$ cat config.mk
export PLATFORM = sky130hd
export DESIGN_NAME = ant_guard
export DESIGN_NICKNAME = d
export VERILOG_FILES = /design/src/rtl/ant_pkg.sv /design/src/rtl/ant_predictor.sv /design/src/rtl/ant_decide.sv /design/src/rtl/ant_guard.sv
export SDC_FILE = /design/constraint.sdc
export NUM_CORES = 2
export LEC_CHECK = 0
export BUFFER_PORTS_ARGS = -buffer_cell sky130_fd_sc_hd__buf_2
export CAP_MARGIN = 25
export CORE_UTILIZATION = 40
export CTS_BUF_LIST = sky130_fd_sc_hd__clkbuf_2
export DETAILED_ROUTE_END_ITERATION = 12
export SYNTH_ARGS = -nofsm -noshare
export SYNTH_HDL_FRONTEND = slang
export SYNTH_SLANG_ARGS = --single-unit
$ cat constraint.sdc
create_clock -name clk -period 13.1 [get_ports clk]
set_input_delay 1.31 -clock clk [delete_from_list [all_inputs] [get_ports clk]]
set_output_delay 1.31 -clock clk [all_outputs]
set_load 0.01 [all_outputs]
$ cat src/rtl/ant_pkg.sv
`timescale 1ns/1ps
// Package ant_pkg
// Shared widths for the prediction-guarded corrector.
// Assumes two's complement samples and Q1.14 coefficients.
package ant_pkg;
    localparam int SAMPLE_W  = 16;
    localparam int COEF_W    = 16;
    localparam int FRAC_BITS = 14;
    localparam int COUNT_W   = 16;

    typedef logic signed [SAMPLE_W-1:0] sample_t;
endpackage

$ cat src/rtl/ant_predictor.sv
`timescale 1ns/1ps
// Module ant_predictor
// Keeps the history of corrected outputs and forms the estimate,
// either as a saturated Q1.14 dot product or, in difference mode,
// as the newest history entry.
// Assumes shift_en is high only for samples that are actually released.
module ant_predictor
    import ant_pkg::*;
#(
    parameter int NTAPS = 2,
    parameter int DW    = SAMPLE_W,
    parameter int CW    = COEF_W,
    parameter int FRAC  = FRAC_BITS
) (
    input  logic                   clk,
    input  logic                   rst_n,
    input  logic                   shift_en,
    input  logic signed [DW-1:0]   shift_val,
    input  logic                   mode_diff,
    input  logic [NTAPS*CW-1:0]    coef,
    output logic signed [DW-1:0]   est
);
    localparam int PW    = DW + CW;
    localparam int ACC_W = PW + $clog2(NTAPS) + 1;
    localparam logic signed [ACC_W-1:0] SMAX = ACC_W'((2 ** (DW - 1)) - 1);
    localparam logic signed [ACC_W-1:0] SMIN = ~SMAX;

    logic signed [DW-1:0]    hist [NTAPS];
    logic signed [PW-1:0]    prod [NTAPS];
    logic signed [ACC_W-1:0] acc;
    logic signed [ACC_W-1:0] scaled;
    logic signed [DW-1:0]    est_mac;

    // History shift: newest corrected output enters slot 0 on each release.
    always_ff @(posedge clk) begin
        if (!rst_n) begin
            for (int k = 0; k < NTAPS; k++) hist[k] <= '0;
        end else if (shift_en) begin
            hist[0] <= shift_val;
            for (int k = 1; k < NTAPS; k++) hist[k] <= hist[k-1];
        end
    end

    // One signed multiplier per tap.
    for (genvar k = 0; k < NTAPS; k++) begin : g_tap
        assign prod[k] = hist[k] * $signed(coef[k*CW +: CW]);
    end

    // Sum of tap products, sign extended to the accumulator width.
    always_comb begin
        acc = '0;
        for (int k = 0; k < NTAPS; k++) begin
            acc = acc + {{(ACC_W-PW){prod[k][PW-1]}}, prod[k]};
        end
    end

    // Drop fractional bits (floor) and clamp to the sample range.
    always_comb begin
        scaled = acc >>> FRAC;
        if (scaled > SMAX)      est_mac = SMAX[DW-1:0];
        else if (scaled < SMIN) est_mac = SMIN[DW-1:0];
        else                    est_mac = scaled[DW-1:0];
    end

    // Estimate source: newest history entry in difference mode.
    always_comb begin
        est = mode_diff ? hist[0] : est_mac;
    end

    // idle cycles never disturb the history
    p_idle_hold_r10: assert property (@(posedge clk) disable iff (!rst_n)
        !shift_en |=> ($stable(hist[0]) && $stable(hist[NTAPS-1])));
endmodule

$ cat src/rtl/ant_decide.sv
`timescale 1ns/1ps
// Module ant_decide
// Compares the datapath result with the estimate and picks the value
// to release. Holds off any substitution until NTAPS valid samples
// have filled the history after reset.
// Assumes thresh is an unsigned magnitude.
module ant_decide
    import ant_pkg::*;
#(
    parameter int NTAPS = 2,
    parameter int DW    = SAMPLE_W
) (
    input  logic                   clk,
    input  logic                   rst_n,
    input  logic                   in_valid,
    input  logic signed [DW-1:0]   main_y,
    input  logic signed [DW-1:0]   est,
    input  logic [DW-1:0]          thresh,
    output logic                   take_est,
    output logic signed [DW-1:0]   sel_y
);
    localparam int WCW = $clog2(NTAPS + 1);
    localparam logic [WCW-1:0] WARM_N = WCW'(NTAPS);

    logic [WCW-1:0]        warm_cnt;
    logic                  warm_done;
    logic signed [DW:0]    delta;
    logic [DW:0]           mag;
    logic                  too_far;

    // Warm-up counter: counts valid samples up to NTAPS, then holds.
    always_ff @(posedge clk) begin
        if (!rst_n)                       warm_cnt <= '0;
        else if (in_valid && !warm_done)  warm_cnt <= warm_cnt + 1'b1;
    end

    // Distance test: one extra bit so the subtraction cannot wrap.
    always_comb begin
        warm_done = (warm_cnt == WARM_N);
        delta     = {main_y[DW-1], main_y} - {est[DW-1], est};
        mag       = delta[DW] ? DW'(0) - delta : delta;
        too_far   = mag > {1'b0, thresh};
    end

    // Output selection for this sample.
    always_comb begin
        take_est = in_valid && warm_done && too_far;
        sel_y    = take_est ? est : main_y;
    end

    // nothing is substituted while the history is still filling
    p_warmup_bypass_r8: assert property (@(posedge clk) disable iff (!rst_n)
        (in_valid && warm_cnt < WARM_N) |-> (sel_y == main_y));
endmodule

$ cat src/rtl/ant_guard.sv
`timescale 1ns/1ps
// Module ant_guard
// Top of the prediction-guarded corrector: joins predictor and decision
// logic, registers the released sample, its flag and the substitution
// count. One sample per cycle, one cycle of latency.
// Assumes coef holds NTAPS signed Q1.14 fields, tap 1 lowest.
module ant_guard
    import ant_pkg::*;
#(
    parameter int NTAPS = 2
) (
    input  logic                         clk,
    input  logic                         rst_n,
    input  logic                         in_valid,
    input  logic [SAMPLE_W-1:0]          main_y,
    input  logic                         mode_diff,
    input  logic [SAMPLE_W-1:0]          thresh,
    input  logic [NTAPS*COEF_W-1:0]      coef,
    output logic                         out_valid,
    output logic [SAMPLE_W-1:0]          out_y,
    output logic                         err_flag,
    output logic [COUNT_W-1:0]           sub_count
);
    sample_t est;
    sample_t sel_y;
    logic    take_est;

    ant_predictor #(.NTAPS(NTAPS)) i_pred (
        .clk       (clk),
        .rst_n     (rst_n),
        .shift_en  (in_valid),
        .shift_val (sel_y),
        .mode_diff (mode_diff),
        .coef      (coef),
        .est       (est)
    );

    ant_decide #(.NTAPS(NTAPS)) i_decide (
        .clk      (clk),
        .rst_n    (rst_n),
        .in_valid (in_valid),
        .main_y   ($signed(main_y)),
        .est      (est),
        .thresh   (thresh),
        .take_est (take_est),
        .sel_y    (sel_y)
    );

    // Output register: released sample, valid and substitution flag.
    always_ff @(posedge clk) begin
        if (!rst_n) begin
            out_valid <= 1'b0;
            out_y     <= '0;
            err_flag  <= 1'b0;
        end else begin
            out_valid <= in_valid;
            err_flag  <= take_est;
            if (in_valid) out_y <= sel_y;
        end
    end

    // Substitution counter, wraps modulo 2^COUNT_W.
    always_ff @(posedge clk) begin
        if (!rst_n)        sub_count <= '0;
        else if (take_est) sub_count <= sub_count + 1'b1;
    end

    // one output per accepted sample, one cycle later
    p_valid_latency_r2: assert property (@(posedge clk) disable iff (!rst_n)
        out_valid == $past(in_valid));
    // an unflagged output is the datapath value unchanged
    p_pass_clean_r3: assert property (@(posedge clk) disable iff (!rst_n)
        (out_valid && !err_flag) |-> (out_y == $past(main_y)));
    // a flag only accompanies a released sample
    p_flag_with_valid_r4: assert property (@(posedge clk) disable iff (!rst_n)
        err_flag |-> out_valid);
    // the counter moves by exactly the flag
    p_count_step_r9: assert property (@(posedge clk) disable iff (!rst_n)
        sub_count == COUNT_W'($past(sub_count) + {{(COUNT_W-1){1'b0}}, err_flag}));
endmodule

== Yosys cells after proc, flatten, opt, wreduce, memory -nomap -nowiden ==
Memories as Yosys holds them, arrays and structs flattened.
Cells that the tools add are included.
Widths: inputs -> output; s select.

* Flip-flop bits (word level): 36
* Bits in writable memories: 32
* Input port bits: 68
* Output and inout port bits: 34
* Word-level logic and storage cells: 34
* Memories kept: 1

{| class="wikitable"
|+ Memories
! name !! words !! bits a word !! rd ports !! clocked after memory_dff !! write ports !! line !! RTL
|-
| i_pred.hist || 2 || 16 || 2 || 0 || 2 || ant_predictor.sv:28 || <nowiki>logic signed [DW-1:0] hist [NTAPS];</nowiki>
|}

* Add/subtract/negate cells: 5
* Multipliers: 2
* Order comparisons: 3
* Eq/ne operators: 1
* Muxes and demuxes: 11
* Bitwise operators: 2
* Reduce and logical (&&, ||, !) cells: 4

{| class="wikitable"
|+ Operators by type and width
! kind !! number
|-
| $mux 16 || 6
|-
| $mul 16x16->32 || 2
|-
| $add 32x32->33 || 1
|-
| $gt 19x16->1 const B || 1
|-
| $lt 19x16->1 const B || 1
|-
| $gt 17x16->1 || 1
|-
| $mux 17 || 1
|-
| $sub 1x17->17 const A || 1
|-
| $sub 16x16->17 || 1
|-
| $add 16x1->16 const B || 1
|-
| $mux 1 || 4
|-
| $logic_and 1x1->1 || 3
|-
| $add 2x1->2 const B || 1
|-
| $eq 2x2->1 const B || 1
|-
| $or 1x1->1 || 2
|-
| $logic_not 1->1 || 1
|}

== Depth between registers and ports, before layout ==
* Word-level depth: 13
* Mapped depth: 52
* Gate-level depth less buffers: 48

== Hierarchy ==
A second synthesis with hierarchy kept.

* Cell total of the unflattened synthesis: 2724
* Area, all modules: 25067.8 um^2

{| class="wikitable"
|+ Modules (own cells, without submodules)
! module !! times used !! cells an instance !! area an instance (um^2) !! seq. area each (um^2)
|-
| ant_predictor || 1 || 2203 || 21112.7 || 960.9
|-
| ant_decide || 1 || 384 || 2597.5 || 40.0
|-
| ant_guard || 1 || 137 || 1357.6 || 680.7
|}

== Worst setup path before layout ==
No wires, ideal clock.

* Path kind: input to register
* From: in coef[17]
* To: mem i_pred.hist[0][13] (netlist bit), data pin
* Setup time: 267 ps
* Arrival: 12973 ps
* Required time: 12833 ps
* Slack: -140 ps
* Stages: 49
* Path buffers: 5
* Cell sequence: clkbuf_1 > nand2_1 > fa_1 > inv_1 > fa_1 > inv_1 > fa_1 > inv_1 > fa_1 > fa_1 > fa_1 > fa_1 > inv_1 > fa_1 > inv_1 > ha_1 > a21oi_1 > o21ai_0 > [13 not listed] > a31o_2 > a21oi_1 > clkbuf_1 > nor2_1 > a21oi_1 > ha_1 > nor2b_1 > o21a_1 > o21a_1 > o21a_1 > o21ai_0 > a211oi_1 > o21a_1 > or2_2 > buf_2 > nand2_1 > clkbuf_1 > o21ai_0

{| class="wikitable"
|+ RTL lines
! item !! line !! RTL
|-
| from (decl) || ant_guard.sv:18 || <nowiki>input logic [NTAPS*COEF_W-1:0] coef,</nowiki>
|-
| to (decl) || ant_predictor.sv:28 ||
|}

== Worst setup path in the final report ==
* From: in coef[9]
* To: reg sub_count[13]

* Cells in the longest elaborated chain, start to end: 11
* Elaborated cells on any way between the ends: 12
* Those cells by class: add/sub: 3; mul: 1; order compare: 3; mux: 4; reduce/logical: 1

{| class="wikitable"
|+ RTL lines
! item !! line !! RTL
|-
| $mul 16x16->32 * || ant_predictor.sv:46 || <nowiki>assign prod[k] = hist[k] * $signed(coef[k*CW +: CW]);</nowiki>
|-
| $add 32x32->33 * || ant_predictor.sv:53 || <nowiki>acc = acc + {{(ACC_W-PW){prod[k][PW-1]}}, prod[k]};</nowiki>
|-
| $lt 19x16->1 || ant_predictor.sv:61 || <nowiki>else if (scaled < SMIN) est_mac = SMIN[DW-1:0];</nowiki>
|-
| $mux 16 || ant_predictor.sv:61 ||
|-
| $mux 16 * || ant_predictor.sv:60 || <nowiki>if (scaled > SMAX) est_mac = SMAX[DW-1:0];</nowiki>
|-
| $mux 16 * || ant_predictor.sv:67 || <nowiki>est = mode_diff ? hist[0] : est_mac;</nowiki>
|-
| $sub 16x16->17 * || ant_decide.sv:40 || <nowiki>delta = {main_y[DW-1], main_y} - {est[DW-1], est};</nowiki>
|-
| $sub 1x17->17 || ant_decide.sv:41 || <nowiki>mag = delta[DW] ? DW'(0) - delta : delta;</nowiki>
|-
| $mux 17 * || ant_decide.sv:41 ||
|-
| $gt 17x16->1 * || ant_decide.sv:42 || <nowiki>too_far = mag > {1'b0, thresh};</nowiki>
|-
| $logic_and 1x1->1 * || ant_decide.sv:47 || <nowiki>take_est = in_valid && warm_done && too_far;</nowiki>
|-
| to (signal assigned) || ant_guard.sv:65 || <nowiki>else if (take_est) sub_count <= sub_count + 1'b1;</nowiki>
|-
| to (decl) || ant_guard.sv:22 || <nowiki>output logic [COUNT_W-1:0] sub_count</nowiki>
|}

Mark *: on every way between the ends. The rest lies on a longest branch, timed or not.
A chain may end at the register's enable or synchronous reset.

==> run metrics <==
RSZ-0062 raised after global routing=no; R2R depth=46; worst path bufs/invs=8; largest net degree at the start of global routing=45; initial antenna violation count=4; Filler cells=roughly 5800; reg-to-reg slack, setup=around 0.55 ns; Cell variety after synth=77; Post-CTS Hold Buffers=0; Fin Clk Skew=roughly 0.057 ns; first-pass GRT wire length=~110000 microns; row cnt=90; crit start category=input pin; Die Area=62500 sq um; CP Max Fanout=13; Most used DFF post-synth=dfxtp_1; Layout area overhead=14.0%; Critical R2R Capture=sub_count[13]; syn_nets=3496; fmax=a little under 0.08 GHz; synthesized flop and latch total=68; CP Launch Point=coef[9]; status=complete, no violations; DPL Wire Length=between 50000 and 60000 microns; routed len/inst=~17 microns; Slew HR=0.423; top-area cell type share of the netlist area=0.475; drc violations=0; final period utilization=0.971; register area share after synthesis=0.0684; FF-to-FF Start=i_pred.hist[0][11]; Req. time, crit path=about 14 ns; post-route ant nets=0; Worst path most repeated cell=fa_1; cell area after synthesis=24600 sq um; DR vias/cell=5.03; die height=250 microns; layout cells sized above 1=0.144; Setup TNS Final=0 ns; GR Util All Layers=0.216; Slew Limit Fails=0; Synth Warn #=0; area occupied by registers=about 1700 sq um; Hold Vio Cnt, Final=0; grt ovf=0; hold depth=2; CP delay by family, top=adder cells; Critical Setup Path Class=input pin to flip-flop; fin crit period=about 13 ns; chip width=about 250 microns; I/O pins=~100; CP arrival=roughly 13 ns; Core Footprint=a little over 60000 sq um; clk_lat worst skew=~0.63 ns; effective utilization at floorplan=0.406; Hold Path End=i_decide.warm_cnt[1]; min-delay src=i_decide.warm_cnt[1]; IO Port Bufs=just over 100; largest area contributor in the netlist=fa_1; fin nets=between 3000 and 4000; Placer Congestion=~0.96; Final setup violation count=0; CP max stage cell=fa_1; Clock Sink Count=between 60 and 70; Placement Cell Area=roughly 28000 sq um; Routed WL=63800 microns; H-Tree Depth=3; vias in the first global route=between 20000 and 25000; Crit path largest cell delay=about 0.6 ns; Final Cell Area=about 28000 sq um; FFs w/ async S/R, synth=0; Min-Delay Path Class=flip-flop to flip-flop; Worst Tran Pin Value=approximately 0.86 ns; Multi-input gate area=approximately 20000 sq um; via count=between 15000 and 20000; main area contributors after synthesis=fa_1 (48%), inv_1 (10%), ha_1 (9.2%), and2_1 (6.5%), nand2_1 (4.3%); Reg clk slew, reported paths=approximately 0.23 ns; CTS tree=done; Worst path depth=46; Initial DRC Count=between 900 and 1000; Post-synth EDFFs=32; Cells after Synth=2664; CP Capture Type=flip-flop; Max-Cap Viols=0; clk root buf=clkbuf_2; drt first pass iters=5; mean post-synth cell area=9.23 sq um; Max Buffers Root-to-Sink=2; Num CTS Buffers=9
[logic make-up (layout without fill, tap and decap cells)]
logic type                 Yosys count  count (layout)  synth area share
and+or+nand+nor                    778             778             0.161
adders and majority gates          764             764             0.567
buffers and inverters              754            1039             0.116
AOI/OAI and AO/OA                  238             238            0.0665
DFF                                 68              68            0.0684
xor gates and xnor gates            60              60            0.0214
muxes                                2               2          0.000865
other                                0               4                 0
[worst max path at each step]
stage / endpoint
final: sub_count[13]
after global routing: i_pred.hist[0][5]
after CTS: i_pred.hist[0][11]
after detailed placement: i_pred.hist[0][11]
after global placement: sub_count[10]
after floorplan: i_pred.hist[0][13]
[layout by cell type (no fill, tap or decap), types with 9 or more instances in the layout]
master and count:
a211oi_1 10, a21oi_1 41, a31oi_1 15, and2_1 256, and3_1 28, buf_2 99, buf_4 256, clkbuf_2 9
dfxtp_1 36, edfxtp_1 32, fa_1 582, ha_1 180, inv_1 656, nand2_1 282, nand2b_1 17, nand3_1 26
nand4_1 13, nor2_1 74, nor3_1 17, o21a_1 11, o21ai_0 47, o31ai_1 10, xnor2_1 40, xor2_1 20
[registers in the layout, indices dropped and copies added, names as in the netlist]
signal,flops
err_flag,1
i_decide.warm_cnt,2
i_pred.hist,32
out_valid,1
out_y,16
sub_count,16
[cells in the mapped netlist, types with 5 or more instances]
cell,number
inv_1,657
fa_1,584
nand2_1,284
and2_1,256
ha_1,180
clkbuf_1,86
nor2_1,76
o21ai_0,51
a21oi_1,44
xnor2_1,40
dfxtp_1,36
edfxtp_1,32
and3_1,28
nand3_1,26
nor3_1,21
xor2_1,20
nand2b_1,18
a31oi_1,15
nand4_1,13
a211oi_1,12
o21a_1,12
nor2b_1,10
o31ai_1,10
a21o_1,8
o2111ai_1,8
o211ai_1,8
or4_1,8
nor4_1,7
or3_1,7
a211o_1,6
a21boi_0,6
a22o_1,6
buf_2,6
nor3b_1,6
o221ai_1,6
o22ai_1,6
o2bb2ai_1,6
or2_2,5
[timing repair]
| action | CTS | global route |
|---|---|---|
| gates resized for setup | 1 | 37 |
| setup endpoints to repair | 7 | 49 |
| buffers inserted | 0 | 16 |
| pin swaps | 0 | 11 |
[tightest hold or removal path: cells and delay by family, from the launching register on]
kind	cells	cell delay, ns
flip-flops	1	0.37
AND/OR/NAND/NOR	1	0.10
AO/OA/AOI/OAI	1	0.05
[cell type report]
class / instances / area share
Multi-Input combinational cell: 1842 / 0.720
Timing Repair Buffer: 364 / 0.0917
Inverter: 659 / 0.0883
Sequential cell: 68 / 0.0599
Tap cell: 782 / 0.0349
Clock inverter: 7 / 0.00303
Clock buffer: 9 / 0.00161
Antenna cell: 4 / 0.000357
[per-stage QoR]
stage | hold WS [ns] | instances | util | setup slack [ns]
floorplan | 0.482 | 2664 | - | 0.0395
finish | 0.522 | 3735 | 0.463 | 0.375
global placement | 0.470 | 3699 | 0.456 | -0.439
global route | 0.550 | 3734 | 0.463 | 0.0298
CTS | 0.525 | 3715 | 0.458 | 0.0647
detailed placement | 0.499 | 3699 | 0.456 | -0.647
[layer usage]
metal  up-vias  global-route usage  part of all wire
li1       8593                   -                 -
met1      9648               0.291              0.44
met2       473               0.369              0.49
met3        81              0.0301             0.054
met4         0              0.0447             0.017
met5         -                   0                 0
Power is not shown: default switching activity piles up to over one toggle a cycle in this logic, so the estimate is an artifact.
